--- src/rtl/sdr_cmd_pkg.sv ---
package sdr_cmd_pkg;

   typedef enum logic [2:0] {
      MODE_NORMAL = 3'd0,
      MODE_NOP    = 3'd1,
      MODE_PALL   = 3'd2,
      MODE_LMR    = 3'd3,
      MODE_CBR    = 3'd4,
      MODE_XLMR   = 3'd5
   } mode_e;

   // command pins packed as {cs_n, ras_n, cas_n, we_n}
   typedef logic [3:0] sd_cmd_t;

   localparam sd_cmd_t CMD_IDLE = 4'b1111;
   localparam sd_cmd_t CMD_NOP  = 4'b0111;
   localparam sd_cmd_t CMD_PRE  = 4'b0010;
   localparam sd_cmd_t CMD_REF  = 4'b0001;
   localparam sd_cmd_t CMD_LMR  = 4'b0000;

   localparam int PRE_ALL_BIT = 10;

endpackage

--- src/rtl/sdr_downcount.sv ---
module sdr_downcount #(
   parameter int           W       = 8,
   parameter logic [W-1:0] RST_VAL = '0
) (
   input  logic         clk,
   input  logic         rst_n,
   input  logic         load,
   input  logic [W-1:0] load_val,
   output logic         zero
);

   logic [W-1:0] cnt_q;

   always_ff @(posedge clk or negedge rst_n) begin
      if (!rst_n)              cnt_q <= RST_VAL;
      else if (load)           cnt_q <= load_val;
      else if (cnt_q != '0)    cnt_q <= cnt_q - 1'b1;
   end

   assign zero = (cnt_q == '0);

endmodule

--- src/rtl/sdr_cmd_encode.sv ---
module sdr_cmd_encode
   import sdr_cmd_pkg::*;
#(
   parameter int ADDR_W  = 32,
   parameter int ROW_W   = 12,
   parameter int ROW_LSB = 10,
   parameter int BA_LSB  = 22,
   parameter int TIM_W   = 6,
   parameter bit EMRS_EN = 1'b1
) (
   input  logic              issue_init,
   input  logic              ref_issue,
   input  mode_e             mode,
   input  logic [ADDR_W-1:0] addr,
   input  logic [TIM_W-1:0]  trp,
   input  logic [TIM_W-1:0]  trc,
   output sd_cmd_t           cmd,
   output logic [1:0]        ba,
   output logic [ROW_W-1:0]  a,
   output logic              hold_load,
   output logic [TIM_W-1:0]  hold_val
);

   logic [ROW_W-1:0] row_f;
   logic [1:0]       ba_f;
   logic             xlmr_ok;

   assign row_f = addr[ROW_LSB +: ROW_W];
   assign ba_f  = addr[BA_LSB +: 2];

   generate
      if (EMRS_EN) begin : g_xlmr
         assign xlmr_ok = 1'b1;
      end else begin : g_no_xlmr
         assign xlmr_ok = 1'b0;
      end
   endgenerate

   always_comb begin
      cmd       = CMD_IDLE;
      ba        = '0;
      a         = '0;
      hold_load = 1'b0;
      hold_val  = '0;
      if (ref_issue) begin
         cmd       = CMD_REF;
         hold_load = 1'b1;
         hold_val  = trc;
      end else if (issue_init) begin
         case (mode)
            MODE_NOP: begin
               cmd = CMD_NOP;
               ba  = ba_f;
            end
            MODE_PALL: begin
               cmd            = CMD_PRE;
               ba             = ba_f;
               a[PRE_ALL_BIT] = 1'b1;
               hold_load      = 1'b1;
               hold_val       = trp;
            end
            MODE_CBR: begin
               cmd       = CMD_REF;
               ba        = ba_f;
               hold_load = 1'b1;
               hold_val  = trc;
            end
            MODE_LMR: begin
               cmd = CMD_LMR;
               ba  = ba_f;
               a   = row_f;
            end
            MODE_XLMR: begin
               if (xlmr_ok) begin
                  cmd = CMD_LMR;
                  ba  = ba_f;
                  a   = row_f;
               end
            end
            default: ;
         endcase
      end
   end

endmodule

--- src/rtl/sdr_cmd_issuer.sv ---
module sdr_cmd_issuer
   import sdr_cmd_pkg::*;
#(
   parameter int ADDR_W     = 32,
   parameter int BYTE_SHIFT = 1,
   parameter int COL_W      = 9,
   parameter int ROW_W      = 12,
   parameter int TIM_W      = 6,
   parameter int RCNT_W     = 16,
   parameter int PWRUP_CYC  = 20000,
   parameter bit EMRS_EN    = 1'b1
) (
   input  logic              clk,
   input  logic              rst_n,
   input  logic              acc_valid,
   input  logic              acc_write,
   input  logic [ADDR_W-1:0] acc_addr,
   output logic              acc_ready,
   input  logic [2:0]        mode_sel,
   input  logic [RCNT_W-1:0] refresh_count,
   input  logic [TIM_W-1:0]  trp_cycles,
   input  logic [TIM_W-1:0]  trc_cycles,
   output logic              norm_start,
   input  logic              norm_done,
   output logic              sd_clk_en,
   output logic              sd_cs_n,
   output logic              sd_ras_n,
   output logic              sd_cas_n,
   output logic              sd_we_n,
   output logic [1:0]        sd_ba,
   output logic [ROW_W-1:0]  sd_a
);

   localparam int ROW_LSB = BYTE_SHIFT + COL_W;
   localparam int BA_LSB  = ROW_LSB + ROW_W;
   localparam int PWR_W   = $clog2(PWRUP_CYC + 1);

   initial begin
      if (ROW_W <= PRE_ALL_BIT) $error("ROW_W too small for the precharge-all bit");
      if (BA_LSB + 2 > ADDR_W)  $error("bank field lies outside the address");
      if (PWRUP_CYC < 1)        $error("PWRUP_CYC must be at least 1");
      if (TIM_W < 1 || RCNT_W < 2) $error("timer widths too small");
   end

   mode_e             mode;
   logic              normal;
   logic              pwr_done, hold_idle, tmr_zero;
   logic              in_acc_q, clk_en_q, start_q;
   logic              ref_pend, free, accept, ref_issue, issue_init, norm_acc;
   sd_cmd_t           cmd_d, cmd_q;
   logic [1:0]        ba_d, ba_q;
   logic [ROW_W-1:0]  a_d, a_q;
   logic              hold_load;
   logic [TIM_W-1:0]  hold_val;

   assign mode       = mode_e'(mode_sel);
   assign normal     = (mode_sel == 3'd0);
   assign ref_pend   = normal && tmr_zero && clk_en_q;
   assign free       = pwr_done && hold_idle && !in_acc_q;
   assign acc_ready  = free && !ref_pend;
   assign accept     = acc_valid && acc_ready;
   assign ref_issue  = free && ref_pend;
   assign issue_init = accept && acc_write && !normal;
   assign norm_acc   = accept && normal;

   // power-up wait before the first command
   sdr_downcount #(.W(PWR_W), .RST_VAL(PWR_W'(PWRUP_CYC))) pwr_i (
      .clk(clk), .rst_n(rst_n), .load(1'b0), .load_val('0), .zero(pwr_done)
   );

   // hold-off after precharge or refresh
   sdr_downcount #(.W(TIM_W), .RST_VAL('0)) hold_i (
      .clk(clk), .rst_n(rst_n), .load(hold_load), .load_val(hold_val),
      .zero(hold_idle)
   );

   // refresh interval timer, parked while an init mode is selected
   sdr_downcount #(.W(RCNT_W), .RST_VAL('0)) rtmr_i (
      .clk(clk), .rst_n(rst_n), .load(!normal || ref_issue),
      .load_val(refresh_count - 1'b1), .zero(tmr_zero)
   );

   sdr_cmd_encode #(
      .ADDR_W(ADDR_W), .ROW_W(ROW_W), .ROW_LSB(ROW_LSB), .BA_LSB(BA_LSB),
      .TIM_W(TIM_W), .EMRS_EN(EMRS_EN)
   ) enc_i (
      .issue_init(issue_init), .ref_issue(ref_issue), .mode(mode),
      .addr(acc_addr), .trp(trp_cycles), .trc(trc_cycles),
      .cmd(cmd_d), .ba(ba_d), .a(a_d),
      .hold_load(hold_load), .hold_val(hold_val)
   );

   always_ff @(posedge clk or negedge rst_n) begin
      if (!rst_n) begin
         cmd_q    <= CMD_IDLE;
         ba_q     <= '0;
         a_q      <= '0;
         clk_en_q <= 1'b0;
         start_q  <= 1'b0;
         in_acc_q <= 1'b0;
      end else begin
         cmd_q    <= cmd_d;
         ba_q     <= ba_d;
         a_q      <= a_d;
         clk_en_q <= clk_en_q || (cmd_d == CMD_NOP);
         start_q  <= norm_acc;
         if (norm_acc)       in_acc_q <= 1'b1;
         else if (norm_done) in_acc_q <= 1'b0;
      end
   end

   assign {sd_cs_n, sd_ras_n, sd_cas_n, sd_we_n} = cmd_q;
   assign sd_ba      = ba_q;
   assign sd_a       = a_q;
   assign sd_clk_en  = clk_en_q;
   assign norm_start = start_q;

endmodule

--- config.mk ---
export PLATFORM = sky130hd
export DESIGN_NAME = sdr_cmd_issuer
export DESIGN_NICKNAME = d
export VERILOG_FILES = /design/src/rtl/sdr_cmd_pkg.sv /design/src/rtl/sdr_downcount.sv /design/src/rtl/sdr_cmd_encode.sv /design/src/rtl/sdr_cmd_issuer.sv
export SDC_FILE = /design/constraint.sdc
export NUM_CORES = 1
export LEC_CHECK = 0
export ABC_AREA = 1
export BUFFER_PORTS_ARGS = -buffer_cell sky130_fd_sc_hd__buf_4
export CELL_PAD_IN_SITES_DETAIL_PLACEMENT = 0
export CELL_PAD_IN_SITES_GLOBAL_PLACEMENT = 1
export CORE_MARGIN = 1
export CORE_UTILIZATION = 41
export CTS_CLUSTER_SIZE = 14
export DETAILED_ROUTE_END_ITERATION = 10
export PLACE_DENSITY = 0.93
export SLEW_MARGIN = 20
export SYNTH_ARGS = -nofsm -noshare
export SYNTH_HDL_FRONTEND = slang
export SYNTH_SLANG_ARGS = --single-unit
--- constraint.sdc ---
create_clock -name clk -period 3.7 [get_ports clk]
set_input_delay 0.555 -clock clk [delete_from_list [all_inputs] [get_ports clk]]
set_output_delay 0.555 -clock clk [all_outputs]
set_load 0.03 [all_outputs]
### Word-level counts from Yosys, hierarchy flattened

Cells that the tools add are included.

| word-level totals | value |
|---|---|
| register bits | 58 |

| operators by class | value |
|---|---|
| mux-type cells | 23 |
| $add $sub $neg | 4 |
| reduce and logical (&&, ||, !) cells | 28 |
| equality and inequality tests | 6 |

Operators by type and width:

| operator | count |
|---|---|
| 16-bit two-way mux | 2 |
| 16-bit by 1-bit subtractor with 16-bit output, second input constant | 2 |
| 12-bit two-way mux | 2 |
| 6-bit two-way mux | 4 |
| 16-bit logical NOT | 1 |
| 4-bit one-hot mux with 4 select lines | 1 |
| 16-bit nonzero test | 1 |
| 15-bit logical NOT | 1 |
| 15-bit nonzero test | 1 |
| 15-bit by 1-bit subtractor with 15-bit output, second input constant | 1 |
| 6-bit one-hot mux with 2 select lines | 1 |
| 1-bit logical AND | 10 |
| 10-bit two-way mux | 1 |
| 4-bit two-way mux | 2 |
| 3-bit by 2-bit equality test with 1-bit output, second input constant | 2 |
| 3-bit equality test, second input constant | 2 |
| 6-bit logical NOT | 1 |
| 1-bit two-way mux | 6 |
| 2-bit two-way mux | 3 |
| 2-bit nonzero test | 3 |
| 6-bit nonzero test | 1 |
| 6-bit by 1-bit subtractor with 6-bit output, second input constant | 1 |
| 5-bit OR reduction | 1 |
| 4-bit by 3-bit equality test with 1-bit output, second input constant | 1 |
| 6 further kinds | 10 |

### Logic depth before layout (Yosys ltp)

Gate-level depths: netlist (run 1).

| logic depth | value |
|---|---|
| depth in word-level cells | 12 |
| depth in mapped cells | 21 |
| depth with buffers taken out | 20 |

### Hierarchy

A second synthesis (run 1) with hierarchy kept.

| second synthesis, totals | value |
|---|---|
| cells, all modules | 579 |
| area, all modules | 4160.2 um^2 |

Modules (own cells, without submodules):

| module | instances | area an instance (um^2) | cells each |
|---|---|---|---|
| sdr_downcount (rtmr_i) | 1 | 1184.9 | 167 |
| sdr_cmd_issuer | 1 | 1047.3 | 123 |
| sdr_downcount (pwr_i) | 1 | 1013.5 | 139 |
| sdr_cmd_encode | 1 | 501.7 | 95 |
| sdr_downcount (hold_i) | 1 | 412.9 | 55 |

### Worst setup path after synthesis (run 1)

No wires, ideal clock.

| path | value |
|---|---|
| path type | register -> register |
| start point | register pwr_i.cnt_q[0] |
| end point | register clk_en_q, in the netlist sd_clk_en |
| period minus slack after synthesis | 2.510 ns |
| arrival | 2.445 ns |
| path buffers | 0 |
| slack | 1.190 ns |
| cell stages (with the launch flop) | 14 |
| path through | dfrtp_1 inv_1 ha_1 inv_1 nor2_1 nand2_1 nor2_2 nand2_2 nor3_1 nand3_1 nor2_1 inv_1 nor2_1 a31o_2 |

| between the ends | value |
|---|---|
| longest elaborated chain between the ends | 11 |
| elaborated cells between the ends (all ways) | 12 |

Ends and longest elaborated chain:

| element | line | text |
|---|---|---|
| start, declared | sdr_downcount.sv:12 | `logic [W-1:0] cnt_q;` |
| start signal, assigned | sdr_downcount.sv:16 | `else if (load) cnt_q <= load_val;` |
| start signal, assigned | sdr_downcount.sv:17 | `else if (cnt_q != '0) cnt_q <= cnt_q - 1'b1;` |
| 15-bit logical NOT | sdr_downcount.sv:20 | `assign zero = (cnt_q == '0);` |
| 1-bit logical AND (2 in a row) | sdr_cmd_issuer.sv:59 | `assign free = pwr_done && hold_idle && !in_acc_q;` |
| 1-bit logical AND | sdr_cmd_issuer.sv:60 | `assign acc_ready = free && !ref_pend;` |
| via acc_ready | sdr_cmd_issuer.sv:18 | `output logic acc_ready,` |
| 1-bit logical AND | sdr_cmd_issuer.sv:61 | `assign accept = acc_valid && acc_ready;` |
| 1-bit logical AND (2 in a row) | sdr_cmd_issuer.sv:63 | `assign issue_init = accept && acc_write && !normal;` |
| 4-bit two-way mux | sdr_cmd_encode.sv:49 | `end else if (issue_init) begin` |
| 4-bit two-way mux | sdr_cmd_encode.sv:45 | `if (ref_issue) begin` |
| 4-bit by 3-bit equality test with 1-bit output | sdr_cmd_issuer.sv:105 | `clk_en_q <= clk_en_q \|\| (cmd_d == CMD_NOP);` |
| 1-bit logical OR | sdr_cmd_issuer.sv:105 |  |
| end signal, assigned | sdr_cmd_issuer.sv:105 |  |
| end, declared | sdr_cmd_issuer.sv:48 | `logic in_acc_q, clk_en_q, start_q;` |

The timed path passes the listed nets, and every way through them passes these cells.
A chain may end at the register's enable or synchronous reset.

### Worst setup path after layout (run 1)

| path | value |
|---|---|
| start point | register pwr_i.cnt_q[0] |
| end point | register rtmr_i.cnt_q[14] |

| between the ends | value |
|---|---|
| longest elaborated chain between the ends | 6 |
| elaborated cells between the ends (all ways) | 7 |

Ends and longest elaborated chain:

| element | line | text |
|---|---|---|
| 15-bit logical NOT * | sdr_downcount.sv:20 |  |
| 1-bit logical AND * (2 in a row) | sdr_cmd_issuer.sv:59 |  |
| 1-bit logical AND * | sdr_cmd_issuer.sv:62 | `assign ref_issue = free && ref_pend;` |
| 1-bit logical OR * | sdr_cmd_issuer.sv:79 | `.clk(clk), .rst_n(rst_n), .load(!normal \|\| ref_issue),` |
| 16-bit two-way mux / 2-bit nonzero test (equally long branches) | n/a |  |
| end signal, assigned | sdr_downcount.sv:16 |  |
| end signal, assigned | sdr_downcount.sv:17 |  |
| end, declared | sdr_downcount.sv:12 |  |

Mark *: on every way between the ends. The rest lies on a longest branch, timed or not.

==> impl_metrics.csv, run 1 <==
group,metric,value,unit
worst_setup_path,critical_path_type,"flip-flop to flip-flop",
power,power.density,415,nW/um^2
power,vdd_drop_max,0.215,mV
floorplanning,placementRows,33,
cells_and_area,number_of_filler_instances_in_the_final_layout,818,
timing,setup_ws,0.897,ns
worst_setup_path,setup.worst_path.start_class,"flip-flop",
yosys,syn-cell-area,3590,um^2
cts,cts_root_buf,"clkbuf_8",
global_route,grt_first_pass_wirelength,13800,um
place,place_hpwl,5890,um
global_route,grt_max_degree,59,
timing,fin_skew,0.00730,ns
outcome,status,"finished, final reports clean",
cts,clk-insertion-delay-late,0.34,ns
detailed_routing,vias_per_cell,4.89,
power,power_leakage,2.37,nW
global_route,groute.usage.overall,19.6,%
yosys,synth-warning-count,0,
cells_and_area,antenna_cells_inserted,0,
detailed_routing,final_routed_drc_violation_total,0,
timing,period_needed,2.80,ns
cts,cts_setup_buffers,0,
worst_setup_path,critical_path_cell_list,"inv_1 > ha_1 > inv_1 > nor2_1 > nand2_1 > nor2_2 > nand2_2 > nor2_4 > nand2_4 > buf_4 > nand3b_1 > nand2_1 > ha_1 > nand2_2 > nor2_4 > inv_2 > nor2_1 > nand3_1 > nand2_1 > nor2_1",
timing,maxSlewViolCount,0,
cts,htreeDepth,3,
worst_setup_path,critPathTopFamily,"simple AND/OR/NAND/NOR gates",
power,internal_power,1.31,mW
timing,setup_viol_count_final,0,
detailed_routing,drt-wirelength-per-cell,12.3,um
min_path,holdCritPathClass,"input port to async pin",
timing,final.setup.tns,0,ns
yosys,synth.yosys.seq_area_share,40.8,%
timing,report.final.hold_viol_count,0,
cts,cts_buffers,9,
worst_setup_path,end_kind,"flip-flop",
yosys,ys_seq_elements,58,
cells_and_area,post_route_cells_drive_above_1_share,26.3,%
flow_run,max-cap-violations,0,
cts,holdBufCountCts,0,
yosys,synth-edff-count,0,
timing,maxClockFrequency,357,MHz
yosys,synth_cells,477,
power,power_switching,0.525,mW
global_route,grt_pass1_vias,3138,
worst_setup_path,r2r_slack,0.90,ns
global_route,number_of_antenna_violations_at_the_first_check_in_global_routing,0,
yosys,syn_area_per_cell,7.52,um^2
yosys,post-synth-top-area-fraction,34.2,%
worst_setup_path,cp.arrival,3.03,ns
place,place_congestion,0.839,
worst_setup_path,crit_fanout,37,
worst_setup_path,cp_slowest_cell,"buf_4",
yosys,synth_area_leader_cell,"dfrtp_1",
floorplanning,floorplan.die.width,95.6,um
global_route,global_route.overflow_total,0,
detailed_routing,route.antenna.remaining_nets,0,
worst_setup_path,worst-r2r-cell-count,20,
worst_setup_path,worstPathBufferInverterCount,4,
detailed_routing,firstDrtPassIters,4,
place,port-buffer-count,70,
floorplanning,start_util,43.0,%
timing,finalCritPeriodShare,75.8,%
worst_setup_path,r2r-start,"pwr_i.cnt_q[0]",
yosys,synth_top_cells_by_area,"dfrtp_1, nand2_1, nor2_1, dfstp_2, inv_1",
cts,tritoncts,"done",
worst_setup_path,critical_path_s_largest_stage_delay,0.37,ns
floorplanning,design.core.area,8340,um^2
cells_and_area,final_nets,623,
power,sw_share,28.6,%
detailed_routing,drt_iter0_drc,162,
place,dpl_worst_slack,0.921,ns
floorplanning,ios,89,
power,sequentialPowerShare,40.0,%
worst_setup_path,regToRegEndpoint,"rtmr_i.cnt_q[14]",
cts,cts.reportedPaths.clkPinSlew,0.07,ns
power,clock_power_share,38.4,%
timing,worst_slew_margin_rel,50.6,%
yosys,postSynth.topFlopCell,"dfrtp_1",
yosys,asyncSetResetFlopFracSynth,100,%
power,power_frac_comb,21.7,%
yosys,yosysMostFrequentCell,"nand2_1",
cells_and_area,finalCoreUtilization,52.9,%
detailed_routing,total_vias_in_the_final_route,3230,
timing,worst-slew-pin-transition,0.741,ns
yosys,synth_cell_type_count,39,
cts,cts.sinks,58,
yosys,synthTopCellsByCount,"nand2_1, nor2_1, inv_1",
timing,grt_setup_unrepaired,"no",
floorplanning,die_area,9130,um^2
power,fin_total_pwr,1.83,mW
yosys,syn_nets,550,
worst_setup_path,worstPathRequired,3.93,ns
cts,cts.path.max_buffers,2,
detailed_routing,detail_route.wirelength,8100,um
worst_setup_path,worstSetupPathDepth,20,
cts,post_cts.resized_instances,0,
floorplanning,die_height,95.6,um
cells_and_area,area.growth.synth_to_final,23.0,%
## worst max path at each step
stage,slack (ns),end,startpoint
2_1_floorplan,1.19,sd_clk_en,pwr_i.cnt_q[0]
3_3_place_gp,1.00,rtmr_i.cnt_q[14],mode_sel[1]
3_5_place_dp,0.92,rtmr_i.cnt_q[14],hold_i.cnt_q[0]
4_1_cts,0.90,rtmr_i.cnt_q[14],hold_i.cnt_q[0]
5_1_grt,0.59,rtmr_i.cnt_q[14],pwr_i.cnt_q[0]
6_report,0.90,rtmr_i.cnt_q[14],pwr_i.cnt_q[0]
## power groups by stage
| stage | clock network (mW) | registers (mW) | logic (mW) |
|---|---|---|---|
| CTS | 0.714 | 0.733 | 0.400 |
| global route | 0.745 | 0.738 | 0.448 |
| floorplan | 0 | 0.752 | 0.261 |
| global placement | 0 | 0.741 | 0.387 |
| detailed placement | 0 | 0.744 | 0.396 |
| finish | 0.704 | 0.733 | 0.397 |
## area by class of cell
type | count | area, um^2 | area share [%]
Multi-Input combinational cell | 344 | 1790 | 40.6
Timing Repair Buffer | 73 | 548 | 12.4
Clock inverter | 5 | 103 | 2.32
Sequential cell | 58 | 1460 | 33.1
Inverter | 64 | 245 | 5.56
Clock buffer | 11 | 131 | 2.98
Tap cell | 105 | 131 | 2.98
## sequential cells by signal (all words and copies together), names as in the netlist
signal	flops
rtmr_i.cnt_q	16
pwr_i.cnt_q	15
sd_a	12
hold_i.cnt_q	6
cmd_q	4
sd_ba	2
in_acc_q	1
norm_start	1
sd_clk_en	1
## stage by stage
stage,cells,hold slack (ns),cell area [um^2]
3_5_place_dp,644,0.465,4180
6_report,660,0.262,4410
4_1_cts,660,0.308,4410
5_1_grt,660,0.352,4410
3_3_place_gp,644,0.455,4180
2_1_floorplan,477,0.259,3590
## per-layer routing
metal | vias up | part of all wire [%] | global-route usage (%)
met4 | 0 | 1.1 | 7.46
met5 | - | 0 | 0
met2 | 67 | 50 | 33.9
met3 | 7 | 4.4 | 3.19
met1 | 1517 | 44 | 24.3
li1 | 1639 | - | -
## worst register-to-register path, cell delays in order, from the launching register on
cell and delay, ns:
dfrtp_1 0.36, inv_1 0.09, ha_1 0.20, inv_1 0.05, nor2_1 0.03, nand2_1 0.09, nor2_2 0.05, nand2_2 0.13
nor2_4 0.06, nand2_4 0.08, buf_4 0.37, nand3b_1 0.17, nand2_1 0.16, ha_1 0.21, nand2_2 0.12, nor2_4 0.15
inv_2 0.06, nor2_1 0.13, nand3_1 0.08, nand2_1 0.06, nor2_1 0.04
## kinds of logic after synthesis
kind of cell	count (synthesis)	share of synthesized area (%)
xor gates and xnor gates	14	3.42
muxes	1	0.279
buffers and inverters	75	9.27
AOI/OAI and AO/OA	41	6.21
DFF	58	40.8
adders and majority gates	5	1.74
and+or+nand+nor	283	38.3
## placed cells by master, fill, tap and decap left out, types with 2 or more instances in the layout
| master | netlist | layout |
|---|---|---|
| nand3b_1 | 8 | 8 |
| dfstp_2 | 9 | 9 |
| xor2_1 | 8 | 8 |
| nor4_1 | 2 | 2 |
| bufinv_16 | 0 | 3 |
| clkbuf_8 | 0 | 9 |
| inv_2 | 3 | 3 |
| nand3_1 | 35 | 35 |
| a31oi_1 | 3 | 3 |
| nor3_1 | 4 | 4 |
| nand2_2 | 14 | 14 |
| a21oi_1 | 18 | 18 |
| buf_4 | 1 | 73 |
| ha_1 | 5 | 5 |
| o21ai_0 | 15 | 15 |
| dfrtp_1 | 49 | 49 |
| nand4_1 | 5 | 5 |
| nand2_4 | 5 | 5 |
| nor2_1 | 71 | 71 |
| nor2_4 | 7 | 7 |
| or2_2 | 3 | 3 |
| clkbuf_1 | 3 | 2 |
| inv_1 | 59 | 59 |
| nand3_2 | 5 | 5 |
| nor2_2 | 9 | 9 |
| xnor2_1 | 6 | 6 |
| nand2_1 | 113 | 113 |
(Power assumes the default switching activity.)
==> run 2: changes to the inputs <==
Settings changed: ABC_AREA 1 to 0, CORE_UTILIZATION 41 to 36, PLACE_DENSITY 0.93 to 0.85.
Clock period 3.7 ns to 2.52 ns, I/O delays scaled along.
==> run 2 against run 1 <==
The run now ends with setup timing left. Area after synthesis fell by 11%. Core utilization is 4.2 points higher. Die area increased by 1.6%. First-iteration DRC count is 14% lower. Design area is 12% higher. Via count decreased by 4.7%. Register-to-register slack lost 1.7 ns.
==> impl_metrics.csv, run 2 <==
group,metric,value,unit
outcome,status,"finished, violations left",
outcome,failed_checks,"setup timing",
yosys,synth_cell_type_count,48,
detailed_routing,firstDrtPassIters,4,
yosys,syn-cell-area,3200,um^2
cts,cts.path.max_buffers,2,
global_route,number_of_antenna_violations_at_the_first_check_in_global_routing,0,
place,placed_area,4300,um^2
cts,tritoncts,"done",
cts,cts.sinks,58,
cts,clk-insertion-delay-late,0.35,ns
cells_and_area,area.growth.synth_to_final,54.7,%
detailed_routing,route.antenna.remaining_nets,0,
cells_and_area,finalCoreUtilization,57.1,%
place,port-buffer-count,70,
timing,maxSlewViolCount,0,
detailed_routing,drt_iter0_drc,140,
cts,cts_root_buf,"clkbuf_8",
cells_and_area,flip_flop_count_of_the_largest_register_all_copies_and_words_added,16,
global_route,grt_pass1_vias,3025,
worst_setup_path,worstPathRequired,2.80,ns
yosys,synthTopCellsByCount,"dfrtp_1, nor2_1, nand2_1",
cts,htreeDepth,3,
worst_setup_path,critical_path_cell_list,"or3_4 > or4b_4 > nand4bb_4 > and2_4 > mux2i_4 > ha_2 > nand3_2 > or3_1 > mux2_4 > or3_4 > a21oi_2",
worst_setup_path,worst-r2r-cell-count,11,
cells_and_area,most_common_cell_after_layout_fill_and_taps_aside,"buf_4",
cells_and_area,largest_register,"rtmr_i.cnt_q",
yosys,asyncSetResetFlopFracSynth,100,%
yosys,post-synth-top-area-fraction,38.3,%
timing,setup_ws,-0.759,ns
timing,report.final.hold_viol_count,0,
yosys,synth_cells,326,
flow_run,max-cap-violations,0,
yosys,largest_family_of_logic_cells_by_synthesized_area,"simple AND/OR/NAND/NOR gates",
global_route,grt_max_degree,59,
yosys,syn_area_per_cell,9.83,um^2
yosys,synth_area_leader_cell,"dfrtp_1",
worst_setup_path,cp_slowest_cell,"or4b_4",
yosys,synth_xor_xnor_area_share,7.11,%
yosys,muxShareOfSynthArea,6.02,%
global_route,global_route.overflow_total,0,
power,power.density,571,nW/um^2
cells_and_area,layout_common_cells,"buf_4, dfrtp_1, nor2_1",
detailed_routing,final_routed_drc_violation_total,0,
place,place_hpwl,6230,um
timing,setup_viol_count_final,15,
timing,fin_skew,0.00820,ns
place,place_congestion,0.860,
floorplanning,start_util,36.9,%
yosys,synth-warning-count,0,
cts,cts.reportedPaths.clkPinSlew,0.08,ns
timing,grt_setup_unrepaired,"yes",
yosys,ys_seq_elements,58,
timing,period_needed,3.28,ns
worst_setup_path,critical_path_type,"flip-flop to flip-flop",
worst_setup_path,worstSetupPathDepth,11,
global_route,groute.usage.overall,19.8,%
detailed_routing,drt-wirelength-per-cell,15.3,um
floorplanning,die_height,96.3,um
worst_setup_path,r2r-start,"hold_i.cnt_q[4]",
timing,worst_slew_margin_rel,51.0,%
detailed_routing,vias_per_cell,5.21,
cells_and_area,antenna_cells_inserted,0,
yosys,syn_nets,399,
cts,holdBufCountCts,0,
worst_setup_path,critical_path_s_largest_stage_delay,0.53,ns
timing,fin_hold_ws,0.0928,ns
worst_setup_path,crit_top_cell,"or3_4",
power,power_leakage,2.35,nW
cts,cts_buffers,9,
cells_and_area,number_of_filler_instances_in_the_final_layout,777,
yosys,synth_fa_ha_area_share,1.95,%
worst_setup_path,setup.worst_path.start_class,"flip-flop",
power,vdd_drop_max,0.365,mV
timing,maxClockFrequency,305,MHz
yosys,postSynth.topFlopCell,"dfrtp_1",
worst_setup_path,crit_path_start,"hold_i.cnt_q[4]",
floorplanning,floorplan.die.width,96.3,um
cells_and_area,design_area,4960,um^2
worst_setup_path,end_kind,"flip-flop",
yosys,simple_gate_area_share_of_the_yosys_netlist,24.9,%
min_path,holdCritPathClass,"input port to async pin",
yosys,yosysMostFrequentCell,"dfrtp_1",
detailed_routing,detail_route.wirelength,9050,um
floorplanning,ios,89,
yosys,synth.yosys.seq_area_share,45.7,%
timing,finalCritPeriodShare,130,%
cells_and_area,post_route_cells_drive_above_1_share,47.6,%
yosys,synth-edff-count,0,
place,dpl_worst_slack,-0.853,ns
worst_setup_path,cp.arrival,3.56,ns
floorplanning,die_area,9280,um^2
timing,worst-slew-pin-transition,0.736,ns
yosys,complex_gate_fraction_of_the_synthesized_area,10.9,%
cells_and_area,final_nets,551,
floorplanning,design.core.area,8680,um^2
worst_setup_path,critPathTopFamily,"simple AND/OR/NAND/NOR gates",
floorplanning,placementRows,34,
global_route,grt_first_pass_wirelength,13800,um
worst_setup_path,worstPathBufferInverterCount,0,
yosys,synth_top_cells_by_area,"dfrtp_1, dfstp_2, xnor2_1, nor2_1, mux2i_1",
detailed_routing,total_vias_in_the_final_route,3079,
worst_setup_path,crit_fanout,5,
[run 2: cell types whose count changed in the layout (fill, tap and decap cells not counted), sizes merged, moves of 6 or more]
| cell | before | now |
|---|---|---|
| and2 | 0 | 6 |
| and3 | 0 | 15 |
| a22oi | 0 | 9 |
| a21o | 0 | 7 |
| nand3 | 41 | 14 |
| nor3 | 4 | 14 |
| nor2 | 88 | 36 |
| buf | 73 | 156 |
| or3 | 0 | 8 |
| nand3b | 8 | 1 |
| xnor2 | 6 | 16 |
| nand2 | 132 | 17 |
| inv | 62 | 11 |
| mux2i | 1 | 14 |
[run 2: cell type report]
type	count	area, um^2	area share [%]
Multi-Input combinational cell	243	1850	37.3
Sequential cell	58	1460	29.5
Timing Repair Buffer	156	1250	25.2
Tap cell	108	135	2.73
Clock buffer	9	124	2.50
Clock inverter	7	101	2.04
Inverter	10	37.5	0.757
[run 2: cells by family after synthesis]
logic type / Yosys count
simple gates: 140
compound gates: 54
xor+xnor: 26
mux: 18
flops: 58
buf+inv: 25
fa+ha+maj: 5
[run 2: final timing paths]
kind / slack, ns / endpoint
max: -0.76 / rtmr_i.cnt_q[12]
min: 0.09 / rtmr_i.cnt_q[6]
max reg2reg: -0.76 / rtmr_i.cnt_q[12]
min reg2reg: 0.52 / pwr_i.cnt_q[9]
max in group asynchronous: 1.94 / hold_i.cnt_q[0]
min in group clk: 0.24 / sd_ba[1]
[run 2: layer usage]
| metal | wire length, um | global-route usage, % |
|---|---|---|
| met1 | 3850 | 25.2 |
| met2 | 4570 | 32.3 |
| met3 | 483 | 3.95 |
| met4 | 140 | 8.95 |
| met5 | 0 | 0 |
[run 2: what timing repair did]
action,in CTS,in global routing
setup buffers,4,17
endpoints found under the setup margin,11,28
cloned,0,1
pin swaps,7,21
gates resized for setup,18,48
endpoints found under the hold margin,0,0
[run 2: metrics by stage]
step / setup TNS, ns / total power, mW / instances
final: -6.07 / 2.83 / 591
after global routing: -8.14 / 2.96 / 591
after floorplan: -6.51 / 1.42 / 326
after global placement: -3.11 / 1.72 / 555
after detailed placement: -4.14 / 1.74 / 555
after CTS: -3.98 / 2.77 / 575
[run 2: where the power goes]
part | total (mW) | internal, mW | switching [mW]
Combinational | 0.786 | 0.427 | 0.359
Clock | 0.993 | 0.563 | 0.430
Sequential | 1.05 | 1.01 | 0.0405
==> run 3: changes to the inputs <==
--- a/config.mk
+++ b/config.mk
@@ -14,4 +14,5 @@
 export CTS_CLUSTER_SIZE = 14
 export DETAILED_ROUTE_END_ITERATION = 10
+export GPL_TIMING_DRIVEN = 0
 export PLACE_DENSITY = 0.85
 export SLEW_MARGIN = 20
==> constraint.sdc (replaced) <==
create_clock -name clk -period 2.52 [get_ports clk]
set_input_delay 0.378 -clock clk [delete_from_list [all_inputs] [get_ports clk]]
set_output_delay 0.378 -clock clk [all_outputs]
set_load 0.02 [all_outputs]
==> run 3 against run 2 <==
The flow still finishes with violations (setup timing). Global-route usage fell by 1.2 points. Clock power is 4.1% lower. Combinational power fell by 20%.
==> impl_metrics.csv, run 3 (synthesis results as in run 2) <==
group,metric,value,unit
global_route,grt_max_degree,59,
global_route,groute.usage.overall,18.5,%
global_route,number_of_antenna_violations_at_the_first_check_in_global_routing,0,
timing,report.final.hold_viol_count,0,
timing,maxSlewViolCount,0,
detailed_routing,m1WireLength,3610,um
cells_and_area,final_nets,511,
place,place_hpwl,5470,um
floorplanning,start_util,36.9,%
power,power_leakage,2.16,nW
place,place_congestion,0.856,
global_route,global_route.overflow_total,0,
timing,grt_setup_unrepaired,"yes",
cells_and_area,post_route_cells_drive_above_1_share,42.9,%
detailed_routing,top_signal_layer_used,"met4",
min_path,holdCritPathClass,"input port to async pin",
timing,fin_hold_ws,0.0961,ns
outcome,failed_checks,"setup timing",
cts,cts.sinks,58,
flow_run,max-cap-violations,0,
worst_setup_path,worstPathRequired,2.79,ns
floorplanning,floorplan.die.width,96.3,um
floorplanning,die_height,96.3,um
worst_setup_path,critical_path_cell_list,"or3_4 > or4b_4 > nand4bb_4 > and2_4 > buf_12 > buf_8 > buf_8 > mux2i_4 > ha_4 > nand3_4 > or3_4 > mux2_4 > or3_4 > a21oi_2",
timing,fin_skew,0.00582,ns
timing,worst_slew_margin_rel,50.9,%
timing,maxClockFrequency,271,MHz
worst_setup_path,setup.worst_path.start_class,"flip-flop",
timing,finalCritPeriodShare,147,%
cells_and_area,flip_flop_count_of_the_largest_register_all_copies_and_words_added,16,
detailed_routing,firstDrtPassIters,4,
place,dp_cells,503,
cells_and_area,antenna_cells_inserted,0,
place,dpl_worst_slack,-1.62,ns
detailed_routing,route.met3.wl,537,um
floorplanning,design.core.area,8680,um^2
cells_and_area,layout_common_cells,"buf_4, dfrtp_1, nor2_1",
power,power.density,564,nW/um^2
global_route,grt_pass1_vias,2680,
timing,setup_viol_count_final,33,
detailed_routing,final_routed_drc_violation_total,0,
timing,period_needed,3.70,ns
cts,clk-insertion-delay-late,0.34,ns
place,port-buffer-count,69,
detailed_routing,drt_iter0_drc,116,
worst_setup_path,cp.arrival,3.97,ns
cells_and_area,number_of_filler_instances_in_the_final_layout,818,
worst_setup_path,crit_fanout,5,
cells_and_area,most_common_cell_after_layout_fill_and_taps_aside,"buf_4",
power,fin_total_pwr,2.66,mW
outcome,status,"finished, violations left",
timing,setup_ws,-1.18,ns
cts,cts.reportedPaths.clkPinSlew,0.07,ns
cts,cts.path.max_buffers,2,
worst_setup_path,cp_slowest_cell,"or4b_4",
detailed_routing,total_vias_in_the_final_route,2895,
detailed_routing,drt-wirelength-per-cell,15.0,um
detailed_routing,detailroute.wirelength.met2,4040,um
timing,worst-slew-pin-transition,0.736,ns
global_route,grt_first_pass_wirelength,12800,um
cts,cts_root_buf,"clkbuf_8",
cells_and_area,final-instance-count-excl-fill,551,
power,vdd_drop_max,0.339,mV
cts,cts_buffers,9,
worst_setup_path,crit_top_cell,"or3_4",
detailed_routing,detail_route.wirelength,8290,um
detailed_routing,vias_per_cell,5.25,
worst_setup_path,critical_path_type,"flip-flop to flip-flop",
detailed_routing,route.antenna.remaining_nets,0,
floorplanning,die_area,9280,um^2
cells_and_area,area.growth.synth_to_final,47.3,%
floorplanning,placementRows,34,
worst_setup_path,end_kind,"flip-flop",
worst_setup_path,critical_path_s_largest_stage_delay,0.54,ns
floorplanning,ios,89,
cells_and_area,largest_register,"rtmr_i.cnt_q",
cts,tritoncts,"done",
cts,htreeDepth,3,
## run 3: power by group
group	switching [mW]	internal, mW	leakage [nW]
clock network	0.371	0.580	0.109
logic	0.295	0.331	1.33
registers	0.0709	1.01	0.724
total	0.737	1.92	2.16
## run 3: timing repair
item / CTS / global route
gates cloned: 0 / 1
setup buffers: 20 / 17
hold buffers: 0 / 0
resized for setup: 38 / 55
pin swaps: 18 / 22
setup endpoints to repair: 33 / 32
## run 3: area by class of cell
| cell class | count | area (um^2) | area share [%] |
|---|---|---|---|
| multi-input combinational | 243 | 1920 | 40.7 |
| inverter | 10 | 37.5 | 0.795 |
| clock buffer | 11 | 141 | 3.00 |
| timing repair buffer | 105 | 838 | 17.8 |
| tap | 108 | 135 | 2.86 |
| buffer | 11 | 106 | 2.25 |
| clock inverter | 5 | 77.6 | 1.64 |
| sequential | 58 | 1460 | 31.0 |
## run 3: critical path: cells and delay by family (launching register included)
kind | cells | cell delay [ns]
buf+inv | 3 | 0.35
mux | 2 | 0.47
fa+ha+maj | 1 | 0.18
simple gates | 7 | 2.13
compound gates | 1 | 0.12
flops | 1 | 0.39
## run 3: path summary, 6_finish.rpt
path / slack (ns) / end / from / cells past startpoint
setup reg to reg: -1.18 / rtmr_i.cnt_q[14] / hold_i.cnt_q[4] / 14
hold reg to reg: 0.49 / in_acc_q / in_acc_q / 1
min in group clk: 0.25 / sd_ba[1] / acc_addr[23] / 2
hold / removal: 0.1 / rtmr_i.cnt_q[2] / rst_n / 1
max in group asynchronous: 1.94 / hold_i.cnt_q[5] / rst_n / 1
setup / recovery: -1.18 / rtmr_i.cnt_q[14] / hold_i.cnt_q[4] / 14
## run 3: routing by layer
layer / track usage (%) / vias up
met1: 24.1 / 1394
li1: - / 1391
met4: 7.23 / 0
met3: 4.03 / 11
met5: 0 / -
met2: 30.0 / 99
## run 3: stage by stage
step	cell area [um^2]	setup TNS, ns	util (%)
2_1_floorplan	3250	-6.51	-
3_5_place_dp	3900	-14.68	45.0
3_3_place_gp	3900	-13.53	45.0
4_1_cts	4410	-7.58	50.9
6_report	4720	-10.02	54.4
5_1_grt	4720	-13.15	54.4
